`src/rtl/dsp_agu_pkg.sv`:
```
package dsp_agu_pkg;

  typedef enum logic [1:0] {
    MODE_LIN  = 2'b00,
    MODE_CIRC = 2'b01,
    MODE_BREV = 2'b10,
    MODE_RSVD = 2'b11
  } agu_mode_e;

  typedef enum logic [1:0] {
    FLD_PTR  = 2'b00,
    FLD_STEP = 2'b01,
    FLD_LEN  = 2'b10,
    FLD_MODE = 2'b11
  } agu_field_e;

  localparam int unsigned AGU_PORTS = 2;

endpackage

```
`src/rtl/dsp_agu_update.sv`:
```
module dsp_agu_update
  import dsp_agu_pkg::*;
#(
  parameter int unsigned AW = 16
) (
  input  logic [AW-1:0] cur,
  input  logic [AW-1:0] step,
  input  logic [AW-1:0] len,
  input  logic [1:0]    mode,
  output logic [AW-1:0] nxt
);

  localparam int unsigned SW = AW + 2;

  function automatic logic [AW-1:0] rev_bits(input logic [AW-1:0] v);
    logic [AW-1:0] r;
    for (int i = 0; i < AW; i++) r[i] = v[AW-1-i];
    return r;
  endfunction

  // smallest all-ones mask 2^k-1 with 2^k >= l
  function automatic logic [AW-1:0] span_mask(input logic [AW-1:0] l);
    logic [AW-1:0] m;
    m = '0;
    for (int i = 0; i < AW; i++)
      if (({1'b0, m} + 1'b1) < {1'b0, l}) m = {m[AW-2:0], 1'b1};
    return m;
  endfunction

  function automatic logic [AW-1:0] lin_next(input logic [AW-1:0] a,
                                             input logic [AW-1:0] s);
    return a + s;
  endfunction

  function automatic logic [AW-1:0] circ_next(input logic [AW-1:0] a,
                                              input logic [AW-1:0] s,
                                              input logic [AW-1:0] l);
    logic [AW-1:0]        msk;
    logic signed [SW-1:0] off;
    logic signed [SW-1:0] lim;
    msk = span_mask(l);
    off = $signed({2'b00, a & msk}) + $signed({{2{s[AW-1]}}, s});
    lim = $signed({2'b00, l});
    if (off >= lim)           off = off - lim;
    else if (off < 0)         off = off + lim;
    return (a & ~msk) | off[AW-1:0];
  endfunction

  function automatic logic [AW-1:0] brev_next(input logic [AW-1:0] a,
                                              input logic [AW-1:0] s,
                                              input logic [AW-1:0] l);
    logic [AW-1:0] msk;
    logic [AW-1:0] fld;
    msk = l - 1'b1;
    fld = rev_bits(rev_bits(a & msk) + rev_bits(s & msk)) & msk;
    return (a & ~msk) | fld;
  endfunction

  always_comb begin
    case (agu_mode_e'(mode))
      MODE_CIRC: nxt = (len == '0) ? lin_next(cur, step) : circ_next(cur, step, len);
      MODE_BREV: nxt = brev_next(cur, step, len);
      default:   nxt = lin_next(cur, step);
    endcase
  end

endmodule

```
`src/rtl/dsp_agu_regfile.sv`:
```
module dsp_agu_regfile
  import dsp_agu_pkg::*;
#(
  parameter int unsigned NREG = 4,
  parameter int unsigned AW   = 16,
  localparam int unsigned IW  = (NREG > 1) ? $clog2(NREG) : 1
) (
  input  logic                           clk,
  input  logic                           rst_n,
  input  logic                           cfg_we,
  input  logic [IW-1:0]                  cfg_idx,
  input  logic [1:0]                     cfg_field,
  input  logic [AW-1:0]                  cfg_wdata,
  input  logic [AGU_PORTS-1:0]           wb_en,
  input  logic [AGU_PORTS-1:0][IW-1:0]   wb_idx,
  input  logic [AGU_PORTS-1:0][AW-1:0]   wb_data,
  output logic [NREG-1:0][AW-1:0]        ptr_q,
  output logic [NREG-1:0][AW-1:0]        step_q,
  output logic [NREG-1:0][AW-1:0]        len_q,
  output logic [NREG-1:0][1:0]           mode_q
);

  for (genvar g = 0; g < NREG; g++) begin : g_reg
    logic cfg_hit;
    assign cfg_hit = cfg_we && (cfg_idx == IW'(g));

    // later statements win: Y write-back, then X, then configuration
    always_ff @(posedge clk or negedge rst_n) begin
      if (!rst_n) begin
        ptr_q[g] <= '0;
      end else begin
        for (int p = AGU_PORTS - 1; p >= 0; p--)
          if (wb_en[p] && (wb_idx[p] == IW'(g))) ptr_q[g] <= wb_data[p];
        if (cfg_hit && (agu_field_e'(cfg_field) == FLD_PTR)) ptr_q[g] <= cfg_wdata;
      end
    end

    always_ff @(posedge clk or negedge rst_n) begin
      if (!rst_n) begin
        step_q[g] <= '0;
        len_q[g]  <= '0;
        mode_q[g] <= '0;
      end else if (cfg_hit) begin
        case (agu_field_e'(cfg_field))
          FLD_STEP: step_q[g] <= cfg_wdata;
          FLD_LEN:  len_q[g]  <= cfg_wdata;
          FLD_MODE: mode_q[g] <= cfg_wdata[1:0];
          default:  ;
        endcase
      end
    end
  end

endmodule

```
`src/rtl/dsp_agu.sv`:
```
module dsp_agu
  import dsp_agu_pkg::*;
#(
  parameter int unsigned NREG = 4,
  parameter int unsigned AW   = 16,
  localparam int unsigned IW  = (NREG > 1) ? $clog2(NREG) : 1
) (
  input  logic          clk,
  input  logic          rst_n,
  input  logic          cfg_we,
  input  logic [IW-1:0] cfg_idx,
  input  logic [1:0]    cfg_field,
  input  logic [AW-1:0] cfg_wdata,
  input  logic          x_req,
  input  logic [IW-1:0] x_idx,
  output logic [AW-1:0] x_addr,
  input  logic          y_req,
  input  logic [IW-1:0] y_idx,
  output logic [AW-1:0] y_addr
);

  logic [NREG-1:0][AW-1:0]      ptr_q;
  logic [NREG-1:0][AW-1:0]      step_q;
  logic [NREG-1:0][AW-1:0]      len_q;
  logic [NREG-1:0][1:0]         mode_q;

  logic [AGU_PORTS-1:0]         req_v;
  logic [AGU_PORTS-1:0][IW-1:0] idx_v;
  logic [AGU_PORTS-1:0][AW-1:0] cur_v;
  logic [AGU_PORTS-1:0][AW-1:0] nxt_v;
  logic [AGU_PORTS-1:0]         wb_en;

  // named events for the checker
  logic          y_collide;
  logic [AW-1:0] x_next;

  assign req_v = {y_req, x_req};
  assign idx_v = {y_idx, x_idx};

  for (genvar p = 0; p < AGU_PORTS; p++) begin : g_port
    assign cur_v[p] = ptr_q[idx_v[p]];

    dsp_agu_update #(.AW(AW)) u_upd (
      .cur  (cur_v[p]),
      .step (step_q[idx_v[p]]),
      .len  (len_q[idx_v[p]]),
      .mode (mode_q[idx_v[p]]),
      .nxt  (nxt_v[p])
    );
  end

  assign y_collide = x_req && y_req && (x_idx == y_idx);
  assign wb_en     = {y_req && !y_collide, x_req};
  assign x_next    = nxt_v[0];
  assign x_addr    = cur_v[0];
  assign y_addr    = cur_v[1];

  dsp_agu_regfile #(.NREG(NREG), .AW(AW)) u_rf (
    .clk       (clk),
    .rst_n     (rst_n),
    .cfg_we    (cfg_we),
    .cfg_idx   (cfg_idx),
    .cfg_field (cfg_field),
    .cfg_wdata (cfg_wdata),
    .wb_en     (wb_en),
    .wb_idx    (idx_v),
    .wb_data   (nxt_v),
    .ptr_q     (ptr_q),
    .step_q    (step_q),
    .len_q     (len_q),
    .mode_q    (mode_q)
  );

endmodule

```
`config.mk`:
```
export PLATFORM = sky130hd
export DESIGN_NAME = dsp_agu
export DESIGN_NICKNAME = d
export VERILOG_FILES = /design/src/rtl/dsp_agu_pkg.sv /design/src/rtl/dsp_agu_update.sv /design/src/rtl/dsp_agu_regfile.sv /design/src/rtl/dsp_agu.sv
export SDC_FILE = /design/constraint.sdc
export NUM_CORES = 1
export LEC_CHECK = 0
export ABC_AREA = 1
export BUFFER_PORTS_ARGS = -buffer_cell sky130_fd_sc_hd__buf_2
export CAP_MARGIN = 20
export CELL_PAD_IN_SITES_DETAIL_PLACEMENT = 0
export CELL_PAD_IN_SITES_GLOBAL_PLACEMENT = 2
export CORE_AREA = 8 8 341 343
export DETAILED_ROUTE_END_ITERATION = 10
export DIE_AREA = 0 0 349 351
export PLACE_DENSITY = 0.78
export SLEW_MARGIN = 10
export SYNTH_ARGS = -nofsm -noshare
export SYNTH_HDL_FRONTEND = slang
export SYNTH_HIERARCHICAL = 1
export SYNTH_SLANG_ARGS = --single-unit
```
`constraint.sdc`:
```
create_clock -name clk -period 32.8 [get_ports clk]
set_input_delay 6.56 -clock clk [delete_from_list [all_inputs] [get_ports clk]]
set_output_delay 6.56 -clock clk [all_outputs]
set_load 0.005 [all_outputs]
```
==> results.tsv <==
stage	metric	value	unit
timing	fmax	0.0269	GHz
hold_path	hold_class	reg -> reg	
cts	cts_sinks	200	
cts	htreeDepth	4	
floorplan	die_h	351	um
timing	timing.final.crit_share	1.13	
cts	cts_tree	yes	
global_routing	gr-total-overflow	0	
synth	muxShareOfSynthArea	0.00138	
cts	clk_latency	0.47	ns
floorplan	coreArea	111000	um^2
drt	first_pass_iters	6	
timing	setup_viol_count_final	64	
layout	areaGrowthSynthToFinish	43.6	%
flow_run	drv_cap	0	
critical_path	end_kind	flip-flop	
global_routing	grtUsageTotal	0.242	
drt	drt_iter0_drc	2884	
synth	synthSimpleGateAreaFrac	0.291	
floorplan	die_area	122000	um^2
critical_path	cp_slowest_stage_delay	0.40	ns
timing	setup_ws	-4.39	ns
synth	synth_enable_flop_cells	0	
drt	vias	41800	
synth	yosys_warnings	6	
place	gp_congestion	0.925	
timing	fin_worst_skew	0.0148	ns
cts	clk_pin_slew_worst_paths	0.08	ns
floorplan	start_util	0.326	
cts	cts_buffers	17	
critical_path	crit_type	in -> reg	
critical_path	worstPathMaxFanout	8	
critical_path	arrival	37.54	ns
global_routing	grt_max_degree	93	
global_routing	grt_pass1_wl	234000	um
drt	drc	0	
place	hpwl	119000	um
layout	nets	7233	
critical_path	cp_top_family	simple AND/OR/NAND/NOR gates	
cts	clk_path_buf_depth	2	
synth	synth_compound_area_frac	0.227	
critical_path	crit_buf_inv	38	
place	portBuffers	60	
floorplan	ios	61	
global_routing	antenna_found_initial	1	
timing	relSlewSlack	0.273	
synth	synthArstFlopShare	1.00	
synth	synth-xor-area-share	0.0609	
place	dp_cells	8053	
timing	period_minus_slack	37.19	ns
drt	ant_nets	0	
synth	synth_top_family_by_area	simple AND/OR/NAND/NOR gates	
drt	vias_per_cell	5.06	
critical_path	crit_required	33.15	ns
outcome	status	finished, violations left	
synth	syn_inst	5632	
timing	grt_setup_unrepaired	true	
synth	synth-seq-cells	200	
layout	layout-drive-gt1-share	0.358	
critical_path	cp-start-kind	input pin	
critical_path	cp_common_cell	nand2_4	
critical_path	cp_slowest_cell	or3_4	
timing	tightest_slew	1.09	ns
global_routing	grt_pass1_vias	39700	
layout	layout.cells.non_filler	8270	
synth	avgSynthCellArea	6.43	um^2
synth	synthFlopType	dfrtp_1	
synth	synth_cell_type_count	77	
timing	finalMaxSlewViolations	0	
drt	wire_per_inst	18.9	um
drt	totalWireLength	157000	um
timing	hold_viol_final	0	
layout	num-fill-cells	11500	
synth	ys_seq_area_frac	0.138	
floorplan	rows	123	
floorplan	die_w	349	um
synth	synthAdderAreaFrac	0.157	
cts	cts_root_buf	clkbuf_16	
synth	syn_area	36200	um^2
outcome	violations	negative setup slack	
cts	ctsHoldBuffers	0	
synth	synth_nets	6109	
[repair_timing]
item | in CTS | in global routing
pin swaps | 162 | 461
cloned | 8 | 6
resized for setup | 203 | 531
setup endpoints to repair | 64 | 64
buffers inserted | 62 | 116
[final cells by class]
class	count	area [um^2]	share of cell area
clock buffer	18	439	0.00844
multi-input combinational	4395	30800	0.592
clock inverter	14	183	0.00351
timing repair inverter	5	56.3	0.00108
tap	1500	1880	0.0361
antenna	1	2.50	0.0000481
sequential	200	5000	0.0962
inverter	828	3260	0.0626
timing repair buffer	1309	10400	0.200
[synth_stat cells (63+ instances only)]
| cell type | number | area share |
|---|---|---|
| nand4_1 | 101 | 0.017 |
| ha_1 | 438 | 0.15 |
| a21oi_1 | 527 | 0.073 |
| nand2_1 | 1209 | 0.13 |
| nor2_1 | 422 | 0.044 |
| buf_2 | 64 | 0.0088 |
| nand3_1 | 320 | 0.044 |
| clkbuf_1 | 79 | 0.0082 |
| inv_1 | 741 | 0.077 |
| o21ai_0 | 450 | 0.062 |
| xor2_1 | 216 | 0.052 |
| dfrtp_1 | 200 | 0.14 |
| nand2_2 | 63 | 0.011 |
[metrics by stage]
| stage | setup TNS, ns | util | setup WS (ns) | hold slack (ns) | instance area, um^2 |
|---|---|---|---|---|---|
| after global routing | -408.28 | 0.467 | -6.47 | 0.489 | 52000 |
| after CTS | -272.39 | 0.436 | -4.34 | 0.478 | 48500 |
| final | -274.78 | 0.468 | -4.39 | 0.479 | 52000 |
| after global placement | -359.21 | 0.418 | -5.83 | 0.466 | 46500 |
| after detailed placement | -364.21 | 0.418 | -5.90 | 0.461 | 46500 |
| after floorplan | -240.03 | - | -3.82 | 0.442 | 37600 |
[tightest hold or removal path: stages, from the launching register on]
cell     delay, ns
dfrtp_1       0.34
nand2_1       0.06
nand2_1       0.05
[layer usage]
layer	up-vias	routed length, um	track usage
met5	-	0	0
met4	0	6150	0.0795
met3	202	7190	0.0210
met2	992	71800	0.402
met1	19700	71500	0.331
li1	21000	-	-
[logic make-up after synthesis]
group | after synthesis
muxes | 5
buffers and inverters | 1040
and+or+nand+nor | 2320
xor gates and xnor gates | 252
AOI/OAI and AO/OA | 1367
adders and majority gates | 448
DFF | 200
[cells in the final DEF, fill, tap and decap left out, drive strengths merged, types with 41 or more instances in the layout]
| master | count |
|---|---|
| xor2 | 216 |
| a21oi | 555 |
| ha | 438 |
| o21ai | 554 |
| nand4 | 101 |
| nand2 | 1338 |
| inv | 816 |
| o21bai | 41 |
| dfrtp | 200 |
| buf | 1303 |
| nand3 | 341 |
| o211ai | 108 |
| nor2 | 443 |
[final timing paths]
path                                startpoint              to  slack [ns]  depth (start not counted)
worst max-delay path                  x_idx[1]  u_rf/ptr_q[43]       -4.39                        240
worst min-delay path            u_rf/ptr_q[37]  u_rf/ptr_q[37]        0.48                          2
worst max register to register  u_rf/len_q[17]  u_rf/ptr_q[43]        1.63                        235
worst min register to register  u_rf/ptr_q[37]  u_rf/ptr_q[37]        0.48                          2
max in group asynchronous                rst_n  u_rf/len_q[15]       25.25                          2
min in group asynchronous                rst_n  u_rf/ptr_q[11]        6.09                          1
[flip-flops by register name (all words and copies together), names as in the netlist]
signal       count
u_rf/mode_q      8
u_rf/step_q     64
u_rf/ptr_q      64
u_rf/len_q      64
Power is left out: the tool's default activity adds up to more than one toggle a clock period on the data nets, which glitch-free logic cannot reach.
